[config.mk]
export PLATFORM = sky130hd
export DESIGN_NAME = dsi_cmd_assembler
export DESIGN_NICKNAME = d
export VERILOG_FILES = /design/src/rtl/dsi_cmd_pkg.sv /design/src/rtl/dsi_cmd_classify.sv /design/src/rtl/dsi_cmd_packer.sv /design/src/rtl/dsi_cmd_trigger.sv /design/src/rtl/dsi_cmd_assembler.sv
export SDC_FILE = /design/constraint.sdc
export NUM_CORES = 1
export LEC_CHECK = 0
export BUFFER_PORTS_ARGS = -buffer_cell sky130_fd_sc_hd__buf_4
export CAP_MARGIN = 20
export CORE_MARGIN = 2
export CORE_UTILIZATION = 42
export CTS_BUF_LIST = sky130_fd_sc_hd__clkbuf_4 sky130_fd_sc_hd__clkbuf_8
export DETAILED_ROUTE_END_ITERATION = 6
export HOLD_SLACK_MARGIN = 0.08
export PLACE_DENSITY = 0.63
export SYNTH_ARGS = -nofsm -noshare
export SYNTH_HDL_FRONTEND = slang
export SYNTH_HIERARCHICAL = 1
export SYNTH_SLANG_ARGS = --single-unit
[constraint.sdc]
create_clock -name clk -period 3.9 [get_ports clk]
set_input_delay 0.78 -clock clk [delete_from_list [all_inputs] [get_ports clk]]
set_output_delay 0.78 -clock clk [all_outputs]
set_load 0.05 [all_outputs]
[src/rtl/dsi_cmd_pkg.sv]
package dsi_cmd_pkg;
  typedef enum logic [2:0] {
    ST_IDLE,
    ST_FLUSH,
    ST_GATHER,
    ST_EMIT,
    ST_WAIT
  } asm_state_t;
endpackage

[src/rtl/dsi_cmd_classify.sv]
module dsi_cmd_classify #(
  parameter int HOST_WORDS  = 64,
  parameter int VIDEO_WORDS = 1024,
  parameter int LEN_W       = 16
) (
  input  logic [LEN_W-1:0] len,
  input  logic             lp,
  input  logic             ack,
  input  logic             rd,
  output logic             too_big,
  output logic             video,
  output logic             bta,
  output logic             hs
);
  localparam logic [LEN_W:0] HOST_LIM  = (LEN_W+1)'(4 * HOST_WORDS);
  localparam logic [LEN_W:0] VIDEO_LIM = (LEN_W+1)'(4 * VIDEO_WORDS);

  always_comb begin
    too_big = {1'b0, len} > VIDEO_LIM;
    video   = {1'b0, len} > HOST_LIM;
    bta     = ack | rd;
    hs      = ~lp;
  end
endmodule

[src/rtl/dsi_cmd_packer.sv]
module dsi_cmd_packer #(
  parameter int LEN_W = 16
) (
  input  logic             clk,
  input  logic             rst_n,
  input  logic             load,
  input  logic [7:0]       hdr_byte,
  input  logic [LEN_W-1:0] len,
  input  logic             take,
  input  logic [7:0]       byte_in,
  input  logic             advance,
  output logic [31:0]      word,
  output logic [2:0]       need,
  output logic [LEN_W-1:0] rem
);
  logic [1:0]       lane;
  logic [2:0]       first_need;
  logic [2:0]       next_need;
  logic [LEN_W-1:0] rem_wide4;

  always_comb begin
    first_need = (len >= LEN_W'(2)) ? 3'd2 : {2'b00, len[0]};
    rem_wide4  = LEN_W'(4);
    next_need  = (rem >= rem_wide4) ? 3'd4 : {1'b0, rem[1:0]};
  end

  always_ff @(posedge clk or negedge rst_n) begin
    if (!rst_n) begin
      word <= '0;
      lane <= '0;
      need <= '0;
      rem  <= '0;
    end else if (load) begin
      word <= {24'h0, hdr_byte};
      lane <= 2'd1;
      need <= first_need;
      rem  <= len - {{(LEN_W-3){1'b0}}, first_need};
    end else if (take) begin
      word[{lane, 3'b000} +: 8] <= byte_in;
      lane <= lane + 2'd1;
      need <= need - 3'd1;
    end else if (advance) begin
      word <= '0;
      lane <= '0;
      need <= next_need;
      rem  <= rem - {{(LEN_W-3){1'b0}}, next_need};
    end
  end
endmodule

[src/rtl/dsi_cmd_trigger.sv]
module dsi_cmd_trigger #(
  parameter int TO_W = 16
) (
  input  logic            clk,
  input  logic            rst_n,
  input  logic            start,
  input  logic            tx_done,
  input  logic [TO_W-1:0] limit,
  output logic            busy,
  output logic            finish,
  output logic            expire
);
  localparam logic [TO_W-1:0] ONE = TO_W'(1);
  logic [TO_W-1:0] cnt;

  always_comb begin
    finish = busy & tx_done;
    expire = busy & ~tx_done & (cnt == limit - ONE);
  end

  always_ff @(posedge clk or negedge rst_n) begin
    if (!rst_n) begin
      busy <= 1'b0;
      cnt  <= '0;
    end else if (start) begin
      busy <= 1'b1;
      cnt  <= '0;
    end else if (busy) begin
      if (finish || expire) busy <= 1'b0;
      else                  cnt  <= cnt + ONE;
    end
  end
endmodule

[src/rtl/dsi_cmd_assembler.sv]
module dsi_cmd_assembler #(
  parameter int HOST_WORDS  = 64,
  parameter int VIDEO_WORDS = 1024,
  parameter int LEN_W       = 16,
  parameter int TO_W        = 16
) (
  input  logic             clk,
  input  logic             rst_n,
  input  logic             cmd_valid,
  output logic             cmd_ready,
  input  logic [1:0]       cmd_vc,
  input  logic [5:0]       cmd_dtype,
  input  logic [LEN_W-1:0] cmd_len,
  input  logic             cmd_lp,
  input  logic             cmd_ack,
  input  logic             cmd_rd,
  input  logic             fifo_err,
  input  logic             pay_valid,
  output logic             pay_ready,
  input  logic [7:0]       pay_data,
  output logic             word_valid,
  input  logic             word_ready,
  output logic [31:0]      word_data,
  output logic             fifo_rst,
  output logic             use_video,
  output logic             hs_mode,
  output logic             bta_req,
  output logic             trigger,
  input  logic             tx_done,
  input  logic [TO_W-1:0]  timeout_limit,
  output logic             timed_out,
  output logic             rejected,
  output logic             done,
  output logic [LEN_W:0]   done_count
);
  import dsi_cmd_pkg::*;

  asm_state_t       state;
  logic             too_big, video_c, bta_c, hs_c;
  logic             accept, load, take, advance, start;
  logic             finish, expire;
  logic [2:0]       need;
  logic [LEN_W-1:0] rem;
  logic [LEN_W-1:0] len_q;

  dsi_cmd_classify #(
    .HOST_WORDS(HOST_WORDS), .VIDEO_WORDS(VIDEO_WORDS), .LEN_W(LEN_W)
  ) u_class (
    .len(cmd_len), .lp(cmd_lp), .ack(cmd_ack), .rd(cmd_rd),
    .too_big(too_big), .video(video_c), .bta(bta_c), .hs(hs_c)
  );

  always_comb begin
    cmd_ready  = (state == ST_IDLE);
    accept     = cmd_ready & cmd_valid;
    load       = accept & ~too_big;
    pay_ready  = (state == ST_GATHER) && (need != 3'd0);
    take       = pay_ready & pay_valid;
    word_valid = (state == ST_EMIT);
    advance    = word_valid & word_ready & (rem != '0);
    start      = word_valid & word_ready & (rem == '0);
    fifo_rst   = (state == ST_FLUSH);
  end

  dsi_cmd_packer #(.LEN_W(LEN_W)) u_pack (
    .clk(clk), .rst_n(rst_n), .load(load), .hdr_byte({cmd_vc, cmd_dtype}),
    .len(cmd_len), .take(take), .byte_in(pay_data), .advance(advance),
    .word(word_data), .need(need), .rem(rem)
  );

  dsi_cmd_trigger #(.TO_W(TO_W)) u_trig (
    .clk(clk), .rst_n(rst_n), .start(start), .tx_done(tx_done),
    .limit(timeout_limit), .busy(trigger), .finish(finish), .expire(expire)
  );

  always_ff @(posedge clk or negedge rst_n) begin
    if (!rst_n) begin
      state <= ST_IDLE;
    end else begin
      case (state)
        ST_IDLE:   if (load) state <= fifo_err ? ST_FLUSH : ST_GATHER;
        ST_FLUSH:  state <= ST_GATHER;
        ST_GATHER: if (need == 3'd0 || (take && need == 3'd1)) state <= ST_EMIT;
        ST_EMIT:   if (advance) state <= ST_GATHER;
                   else if (start) state <= ST_WAIT;
        ST_WAIT:   if (finish || expire) state <= ST_IDLE;
        default:   state <= ST_IDLE;
      endcase
    end
  end

  always_ff @(posedge clk or negedge rst_n) begin
    if (!rst_n) begin
      len_q      <= '0;
      use_video  <= 1'b0;
      hs_mode    <= 1'b1;
      bta_req    <= 1'b0;
      rejected   <= 1'b0;
      timed_out  <= 1'b0;
      done       <= 1'b0;
      done_count <= '0;
    end else begin
      done <= finish;
      if (accept) begin
        len_q     <= cmd_len;
        use_video <= video_c;
        hs_mode   <= hs_c;
        bta_req   <= bta_c;
        rejected  <= too_big;
        timed_out <= 1'b0;
      end
      if (expire) timed_out <= 1'b1;
      if (finish) done_count <= bta_req ? '0 : ({1'b0, len_q} + (LEN_W+1)'(4));
    end
  end
endmodule

==> key figures, run 1 <==
Detailed routing
  – 1st-iter DRT viols: 429
  – Antenna viol nets, final: 0
  – Drt wl/cell: 17.0 um
  – Routed vias/inst: 5.65
  – DRC Markers: 0
  – DR pass1 iterations: 5
  – Via count: 5686
  – Post-Route WL: 17.2 mm

Finish
  – Layout area overhead: 19.2%
  – Antenna diodes: 0
  – Share of cells above drive strength 1: 0.211
  – Nets: 884

STA
  – Fmax: 283 MHz
  – Final Hold Fails: 0
  – Setup ws final: 0.367 ns
  – Total negative slack: 0 ns
  – Unrepaired setup endpoints after global routing: no
  – Max Slew Vio Count: 0
  – Worst-Margin Slew: about 0.92 ns
  – Fin crit share: 0.906
  – Minimum clock period: 3.53 ns
  – Slew headroom: 0.388
  – Setup violators final: 0
  – Worst Clk Skew: around 0.015 ns

CTS
  – Clk buf depth: 2
  – CTS hold repair buffers: 0
  – Clock slew seen by the registers of the worst setup and hold paths: between 0.1 and 0.15 ns
  – Root Buffer: clkbuf_8
  – Worst-skew pair later-pin latency: 0.39 ns
  – Resized Gates After CTS: 0
  – Setup bufs post-CTS: 0
  – Clk sinks: 112
  – H-tree Lvls: 3
  – CTS tree: done
  – CTS Buf Count: 9

Placed design
  – GP Congestion: 0.898
  – Port Buffers: 117
  – Pre-CTS WS: ~0.22 ns
  – DP HPWL: roughly 13 mm

Global routing
  – Initial antenna violation count: 0
  – Congestion Overflow GR: 0
  – Largest net degree at the start of global routing: a little under 70
  – Vias in the first global route: 5642
  – GRT Util Overall: 0.213
  – Global-route wire length before repair: 28.2 mm

Pwr
  – Net Sw Power: 1.88 mW
  – Switching part of the total: 0.443
  – Combinational Power Share: 0.412
  – Worst vdd ir: 0.367 mV
  – Cell Pwr Density: 546 nW/um^2
  – Reg power frac: 0.428
  – P_leak: between 3 and 4 nW
  – Clock share of power: 0.161
  – Int Pwr: 2.36 mW

Synthesis
  – Gate count after technology mapping: 705
  – Share of flip-flops with an asynchronous set or reset: 1.00
  – EDFF count, synth: 0
  – Mapped cell area: 6520 um^2
  – Synth cell types: 82
  – Seq cells post-synth: 112
  – Syn Area/Cell: 9.25 um^2
  – Main synth FF type: dfrtp_1
  – Synth warnings: 6
  – Post-synthesis sequential area ratio: 0.430

Critical path
  – Crit path required time: 4.18 ns
  – Top delay family on crit path: simple AND/OR/NAND/NOR gates
  – Reg2reg setup slack: 0.37 ns
  – Crit path arrival time: around 3.8 ns
  – CP Capture Type: register
  – Crit path buffers/inverters: 0
  – Worst-path cell chain: or3_4 -> or4_4 -> nor2_1 -> ha_1 -> nor4b_1 -> nand3b_1 -> nor4_1 -> xnor2_1 -> mux2i_1
  – Worst path max stage delay: 0.60 ns
  – Worst setup SP type: register
  – Crit-path slowest cell: nor4b_1
  – Worst Path Max Fanout: 6
  – CP Class: reg2reg

Floorplanning
  – Die Area: 16500 um^2
  – CORE AREA: 15200 um^2
  – Die X: 129 um
  – Std cell rows: 45
  – Initial Util: 0.429
  – I/O pin total: 118
  – Die Y-Extent: 129 um

Run status
  – Status: completed

Min path
  – Worst min-delay path class: reg2reg

Run
  – Max-cap violation count: 0
[cells by family after synthesis]
logic type / Yosys count / share of synthesized area
other cells: 1 / 0.000575
simple gates: 306 / 0.250
xor+xnor: 65 / 0.0873
buf+inv: 76 / 0.0491
mux: 8 / 0.0127
fa+ha+maj: 12 / 0.0242
compound gates: 125 / 0.147
flops: 112 / 0.430
[placed cells by master (no fill, tap or decap), types with 7 or more instances in the layout]
cell	n
buf_4	128
dfrtp_1	111
nand2_1	95
nor2_1	59
xnor2_1	51
inv_1	43
nor3_1	26
a22o_1	24
nor4_1	22
nand3_1	20
a21oi_1	16
o22ai_1	15
xor2_1	14
o21ai_0	14
nand4_1	12
ha_1	11
clkbuf_8	9
or3_1	9
a222oi_1	8
nor4_2	7
[power by group through the flow]
stage / clock network, mW / registers, mW / logic [mW]
2_1_floorplan: 0 / 2.12 / 0.904
3_3_place_gp: 0 / 1.82 / 1.71
3_5_place_dp: 0 / 1.83 / 1.75
4_1_cts: 0.702 / 1.81 / 1.75
5_1_grt: 0.750 / 1.86 / 1.91
6_report: 0.683 / 1.82 / 1.75
[final timing paths]
check	startpoint	end	cells past startpoint
max in group asynchronous	rst_n	hs_mode	2
setup / recovery	u_pack/rem[13]	u_pack/rem[11]	9
hold reg to reg	hs_mode	hs_mode	2
setup reg to reg	u_pack/rem[13]	u_pack/rem[11]	9
hold / removal	hs_mode	hs_mode	2
min in group asynchronous	rst_n	u_pack/rem[10]	1
[Yosys cell counts, types with 8 or more instances]
library cell,n,share of area
xor2_1,14,0.019
or3_1,9,0.0086
o21ai_0,14,0.011
nor3_1,27,0.021
nand4_1,12,0.012
nand2_1,95,0.055
a22o_1,24,0.032
ha_1,11,0.021
a222oi_1,8,0.012
clkbuf_1,19,0.011
o22ai_1,15,0.014
a21oi_1,16,0.012
inv_1,43,0.025
dfrtp_1,111,0.43
nand3_1,20,0.015
xnor2_1,51,0.068
nor4_1,22,0.021
nor2_1,60,0.035
[final cells by class]
cell class | instances | area, um^2
Clock buffer | 10 | 131
Clock inverter | 6 | 51.3
Fill cell | 1429 | 7420
Inverter | 44 | 165
Multi-Input combinational cell | 518 | 3410
Sequential cell | 112 | 2800
Tap cell | 188 | 235
Timing Repair Buffer | 129 | 981
[tightest hold or removal path: stages (launching register included)]
cell and delay, ns:
dfstp_2 0.39, nand2_1 0.05, nand2_1 0.05
[registers in the layout (all words and copies together) (netlist names)]
| signal | count |
|---|---|
| timed_out | 1 |
| done | 1 |
| u_trig/busy | 1 |
| rejected | 1 |
| bta_req | 1 |
| u_trig/cnt | 16 |
| hs_mode | 1 |
| u_pack/lane | 2 |
| u_pack/need | 3 |
| len_q | 16 |
| use_video | 1 |
| u_pack/rem | 16 |
| state | 3 |
| u_pack/word | 32 |
| done_count | 17 |
[per-stage QoR]
step / util / power [mW] / cells / hold WS, ns / instance area, um^2
after floorplan: - / 3.02 / 706 / 0.446 / 6530
after global placement: 0.500 / 3.53 / 991 / 0.446 / 7590
after detailed placement: 0.500 / 3.57 / 991 / 0.459 / 7590
after CTS: 0.512 / 4.26 / 1007 / 0.475 / 7780
after global routing: 0.512 / 4.53 / 1007 / 0.492 / 7780
final: 0.512 / 4.25 / 1007 / 0.475 / 7780
[layer usage]
| metal | GRT usage | share of wire |
|---|---|---|
| met5 | 0 | 0 |
| met3 | 0.0320 | 0.043 |
| met2 | 0.348 | 0.47 |
| met1 | 0.294 | 0.47 |
| met4 | 0.0697 | 0.020 |
(Power assumes the default switching activity.)
==> inputs of run 2 (changes only) <==
--- a/config.mk
+++ b/config.mk
@@ -7,6 +7,7 @@
 export LEC_CHECK = 0
 export BUFFER_PORTS_ARGS = -buffer_cell sky130_fd_sc_hd__buf_4
 export CAP_MARGIN = 20
+export CORE_ASPECT_RATIO = 1.1
 export CORE_MARGIN = 2
 export CORE_UTILIZATION = 42
 export CTS_BUF_LIST = sky130_fd_sc_hd__clkbuf_4 sky130_fd_sc_hd__clkbuf_8
==> key figures, run 2 (synthesis results as in run 1) <==
Run status
  – Status: completed

Placed design
  – Pre-CTS WS: 0.271 ns
  – DP HPWL: 12.6 mm
  – Dpl cell area: 7610 um^2
  – GP Congestion: roughly 0.91
  – Port Buffers: between 100 and 150
  – Placed insts: 1001

Pwr
  – Total power: approximately 4.3 mW
  – Worst vdd ir: 0.294 mV
  – Switching part of the total: 0.432
  – P_leak: 3.59 nW
  – Int Pwr: approximately 2.4 mW
  – Net Sw Power: 1.85 mW
  – Cell Pwr Density: 547 nW/um^2
  – Reg power frac: 0.423
  – Clock share of power: 0.167
  – Combinational Power Share: 0.410

CTS
  – H-tree Lvls: 3
  – Worst-skew pair later-pin latency: between 0.3 and 0.4 ns
  – Root Buffer: clkbuf_8
  – Clk sinks: 112
  – Clk buf depth: 2
  – CTS hold repair buffers: 0
  – Resized Gates After CTS: 0
  – CTS Buf Count: 9
  – Setup bufs post-CTS: 0
  – CTS tree: done
  – Clock slew seen by the registers of the worst setup and hold paths: 0.11 ns

STA
  – Setup ws final: between 0.5 and 0.6 ns
  – Fin crit share: 0.856
  – Minimum clock period: 3.34 ns
  – Worst Clk Skew: 0.0153 ns
  – Slew headroom: 0.465
  – Unrepaired setup endpoints after global routing: no
  – Total negative slack: 0 ns
  – Setup violators final: 0
  – Worst-Margin Slew: 0.802 ns
  – Max Slew Vio Count: 0
  – Final Hold Fails: 0
  – Hold WS: 0.360 ns
  – Fmax: 300 MHz

Detailed routing
  – Routed vias/inst: around 5.6
  – DRC Markers: 0
  – Drt wl/cell: 16.7 um
  – DR pass1 iterations: 4
  – Via count: ~5.7k
  – Post-Route WL: 17.0 mm
  – 1st-iter DRT viols: 362
  – Antenna viol nets, final: 0

Floorplanning
  – Initial Util: 0.432
  – Die X: approximately 120 um
  – Std cell rows: 47
  – CORE AREA: 15100 um^2
  – Die Area: 16500 um^2
  – Die Y-Extent: 135 um
  – I/O pin total: 118

Global routing
  – Global-route wire length before repair: 27.9 mm
  – Congestion Overflow GR: 0
  – Initial antenna violation count: 0
  – GRT Util Overall: 0.213
  – Largest net degree at the start of global routing: between 80 and 90
  – Vias in the first global route: 5609

Critical path
  – Most common cell on crit path: nor2_1
  – Crit path arrival time: between 3 and 4 ns
  – Crit-path slowest cell: or4_4
  – CP Capture Type: register
  – Worst-path cell chain: or3_4 -> or4_4 -> nor2_1 -> ha_1 -> nor4b_1 -> buf_4 -> or3b_2 -> xnor2_1 -> nor2_1 -> a31oi_1
  – Worst setup SP type: register
  – Setup crit start: u_pack/rem[13]
  – CP Class: reg2reg
  – Worst Path Max Fanout: 6
  – Worst path max stage delay: around 0.46 ns
  – Crit path required time: around 4.2 ns
  – Reg-to-reg startpoint: u_pack/rem[13]

Finish
  – Final instance area: between 7000 and 8000 um^2
  – Final cell count without fillers: 1017
  – FILL cells: 1383
  – Largest Register: u_pack/word
  – Most common cell after layout, fill and taps aside: buf_4
  – Layout area overhead: 20.0%
  – Largest register FFs: 32
  – Nets: 887
  – Antenna diodes: 0
  – Final Core Density: 0.518
  – Share of cells above drive strength 1: 0.213
  – Most frequent cells in the layout: buf_4, dfrtp_1, nand2_1
  – Largest regs: u_pack/word x32, done_count x17

Run
  – Max-cap violation count: 0

Min path
  – Worst min-delay path class: in2async
==> run 2: cell count changes in the layout (fill, tap and decap cells not counted), sizes merged <==
cell,previous run,this run
inv,46,45
clkinv,4,3
bufinv,0,1
buf,129,132
==> run 2: area by class of cell <==
cell class,count,area (um^2),area share
Clock buffer,10,131,0.0168
Clock inverter,5,65.1,0.00832
Inverter,44,165,0.0211
Multi-Input combinational cell,518,3410,0.436
Sequential cell,112,2800,0.358
Tap cell,196,245,0.0313
Timing Repair Buffer,132,1000,0.128
==> run 2: worst max-delay path, delay by kind of cell, from the launching register on <==
family | cells | cell delay, ns
buffers and inverters | 1 | 0.18
and+or+nand+nor | 6 | 1.94
AOI/OAI and AO/OA | 1 | 0.15
xor gates and xnor gates | 1 | 0.16
DFF | 1 | 0.44
adders and majority gates | 1 | 0.38
==> run 2: power groups by stage <==
stage | Sequential (mW) | Clock [mW] | Combinational, mW
2_1_floorplan | 2.12 | 0 | 0.904
3_3_place_gp | 1.82 | 0 | 1.71
3_5_place_dp | 1.83 | 0 | 1.75
4_1_cts | 1.81 | 0.744 | 1.76
5_1_grt | 1.86 | 0.791 | 1.91
6_report | 1.81 | 0.712 | 1.75
==> run 2: worst paths after layout <==
| check | end | slack, ns | cells after the start |
|---|---|---|---|
| max in group asynchronous | u_trig/cnt[5] | 2.88 | 2 |
| min in group clk | hs_mode | 0.48 | 2 |
| max | u_pack/rem[5] | 0.56 | 10 |
| max reg2reg | u_pack/rem[5] | 0.56 | 10 |
| min | u_pack/rem[6] | 0.36 | 1 |
| min reg2reg | hs_mode | 0.48 | 2 |
==> run 2: layer usage <==
metal / wire [um] / track usage / vias to the layer above
met5: 0 / 0 / -
met4: 384 / 0.0926 / 0
met3: 766 / 0.0253 / 30
met2: 8300 / 0.348 / 171
met1: 7520 / 0.282 / 2783
li1: - / - / 2734
==> inputs of run 3 (changes only) <==
--- a/config.mk
+++ b/config.mk
@@ -7,13 +7,15 @@
 export LEC_CHECK = 0
 export BUFFER_PORTS_ARGS = -buffer_cell sky130_fd_sc_hd__buf_4
 export CAP_MARGIN = 20
+export CELL_PAD_IN_SITES_DETAIL_PLACEMENT = 1
+export CELL_PAD_IN_SITES_GLOBAL_PLACEMENT = 1
 export CORE_ASPECT_RATIO = 1.1
 export CORE_MARGIN = 2
 export CORE_UTILIZATION = 42
 export CTS_BUF_LIST = sky130_fd_sc_hd__clkbuf_4 sky130_fd_sc_hd__clkbuf_8
 export DETAILED_ROUTE_END_ITERATION = 6
 export HOLD_SLACK_MARGIN = 0.08
-export PLACE_DENSITY = 0.63
+export PLACE_DENSITY = 0.79
 export SYNTH_ARGS = -nofsm -noshare
 export SYNTH_HDL_FRONTEND = slang
 export SYNTH_HIERARCHICAL = 1
==> key figures, run 3 (synthesis results as in run 1) <==
Run status
  – Status: completed

CTS
  – Root Buffer: clkbuf_8
  – Clk sinks: between 100 and 150
  – Setup bufs post-CTS: 0
  – Resized Gates After CTS: 0
  – Clock slew seen by the registers of the worst setup and hold paths: 0.10 ns
  – CTS hold repair buffers: 0
  – CTS Buf Count: 9
  – H-tree Lvls: 3
  – CTS tree: done
  – Clk buf depth: 2
  – Worst-skew pair later-pin latency: 0.37 ns

Finish
  – Antenna diodes: 0
  – Largest Register: u_pack/word
  – Largest register FFs: 32
  – Share of cells above drive strength 1: 0.212
  – Most common cell after layout, fill and taps aside: buf_4
  – Nets: 886
  – Layout area overhead: 19.6%
  – FILL cells: 1744
  – Most frequent cells in the layout: buf_4, dfrtp_1, nand2_1
  – Largest regs: u_pack/word x32, done_count x17

Global routing
  – Congestion Overflow GR: 0
  – Global-route wire length before repair: 31.2 mm
  – GRT Util Overall: 0.238
  – Initial antenna violation count: 0
  – Vias in the first global route: 6171
  – Largest net degree at the start of global routing: 50

Pwr
  – Worst vdd ir: approximately 0.34 mV
  – Cell Pwr Density: 554 nW/um^2
  – P_leak: around 3.6 nW

Floorplanning
  – Std cell rows: 47
  – Die X: 123 um
  – Die Area: roughly 17000 um^2
  – Initial Util: 0.432
  – CORE AREA: between 15000 and 20000 um^2
  – Die Y-Extent: 135 um
  – I/O pin total: 118

Critical path
  – Crit path buffers/inverters: 1
  – Worst Path Max Fanout: 6
  – Reg-to-reg startpoint: u_pack/rem[12]
  – Reg2reg setup slack: 0.37 ns
  – Crit path required time: 4.19 ns
  – Worst setup SP type: register
  – Worst-path cell chain: or3_4 -> or4_4 -> nor2_1 -> ha_1 -> nor4b_1 -> buf_4 -> or3b_2 -> xnor2_1 -> nor2_1 -> a31oi_1
  – Crit path arrival time: 3.82 ns
  – Worst path max stage delay: 0.46 ns
  – CP Class: reg2reg
  – R2r endpoint: u_pack/rem[5]
  – Top delay family on crit path: simple AND/OR/NAND/NOR gates
  – Crit-path slowest cell: dfrtp_1
  – CP Capture Type: register
  – Most common cell on crit path: nor2_1
  – Worst Reg-to-Reg Cells: 10

STA
  – Fmax: 283 MHz
  – Worst Clk Skew: between 0.01 and 0.015 ns
  – Final Hold Fails: 0
  – Minimum clock period: roughly 3.5 ns
  – Max Slew Vio Count: 0
  – Fin crit share: 0.905
  – Total negative slack: 0 ns
  – Slew headroom: 0.460
  – Setup violators final: 0
  – Unrepaired setup endpoints after global routing: no
  – Setup ws final: 0.371 ns
  – Worst-Margin Slew: 0.810 ns

Detailed routing
  – Drt wl/cell: 18.9 um
  – Via count: 5840
  – Post-Route WL: around 19 mm
  – 1st-iter DRT viols: ~190
  – Antenna viol nets, final: 0
  – DR pass1 iterations: 7
  – DRC Markers: 0
  – Routed vias/inst: 5.75

Placed design
  – DP HPWL: around 15 mm
  – Port Buffers: 117
  – Pre-CTS WS: 0.209 ns
  – GP Congestion: 0.868

Run
  – Max-cap violation count: 0

Min path
  – Worst min-delay path class: in2async
==> run 3: cell types whose count changed in the layout (fill, tap and decap cells not counted), sizes merged <==
cell,delta
clkinv,+2
buf,-1
inv,-1
clkbuf,-1
==> run 3: per-stage QoR <==
stage               instance area [um^2]  std cells  hold WS, ns  total power, mW  utilization
CTS                                 7800       1016        0.441             4.35        0.516
global route                        7800       1016        0.459             4.60        0.516
global placement                    7610       1001        0.447             3.53        0.503
floorplan                           6530        706        0.446             3.02            -
finish                              7800       1016        0.435             4.32        0.516
detailed placement                  7610       1001        0.476             3.64        0.503
==> run 3: how the worst max path moves through the flow <==
stage	from	end	depth (start not counted)	slack, ns
floorplan	timeout_limit[0]	u_trig/cnt[8]	11	0.56
global placement	timeout_limit[0]	u_trig/cnt[8]	11	0.36
detailed placement	timeout_limit[0]	u_trig/cnt[8]	11	0.21
CTS	u_pack/rem[12]	u_pack/rem[5]	10	0.45
global route	u_pack/rem[12]	u_pack/rem[11]	10	0.10
finish	u_pack/rem[12]	u_pack/rem[5]	10	0.37
==> run 3: cell type report <==
class	count	area, um^2	share of cell area
flip-flops and latches	112	2800	0.359
well taps	196	245	0.0314
inverters	44	165	0.0212
multi-input cells	518	3410	0.437
clock buffers	9	124	0.0159
repair buffers	131	983	0.126
clock inverters	6	70.1	0.00898
==> run 3: where the power goes <==
group | total, mW | switching, mW | internal, mW
Clock | 0.703 | 0.404 | 0.299
Sequential | 1.82 | 0.360 | 1.46
Combinational | 1.80 | 1.14 | 0.657
Total | 4.32 | 1.91 | 2.42
==> run 3: metal layers <==
metal | wire [um] | up-vias | GRT usage
li1 | - | 2748 | -
met1 | 8280 | 2932 | 0.302
met2 | 9870 | 129 | 0.422
met3 | 625 | 31 | 0.0291
met4 | 426 | 0 | 0.0690
met5 | 0 | - | 0
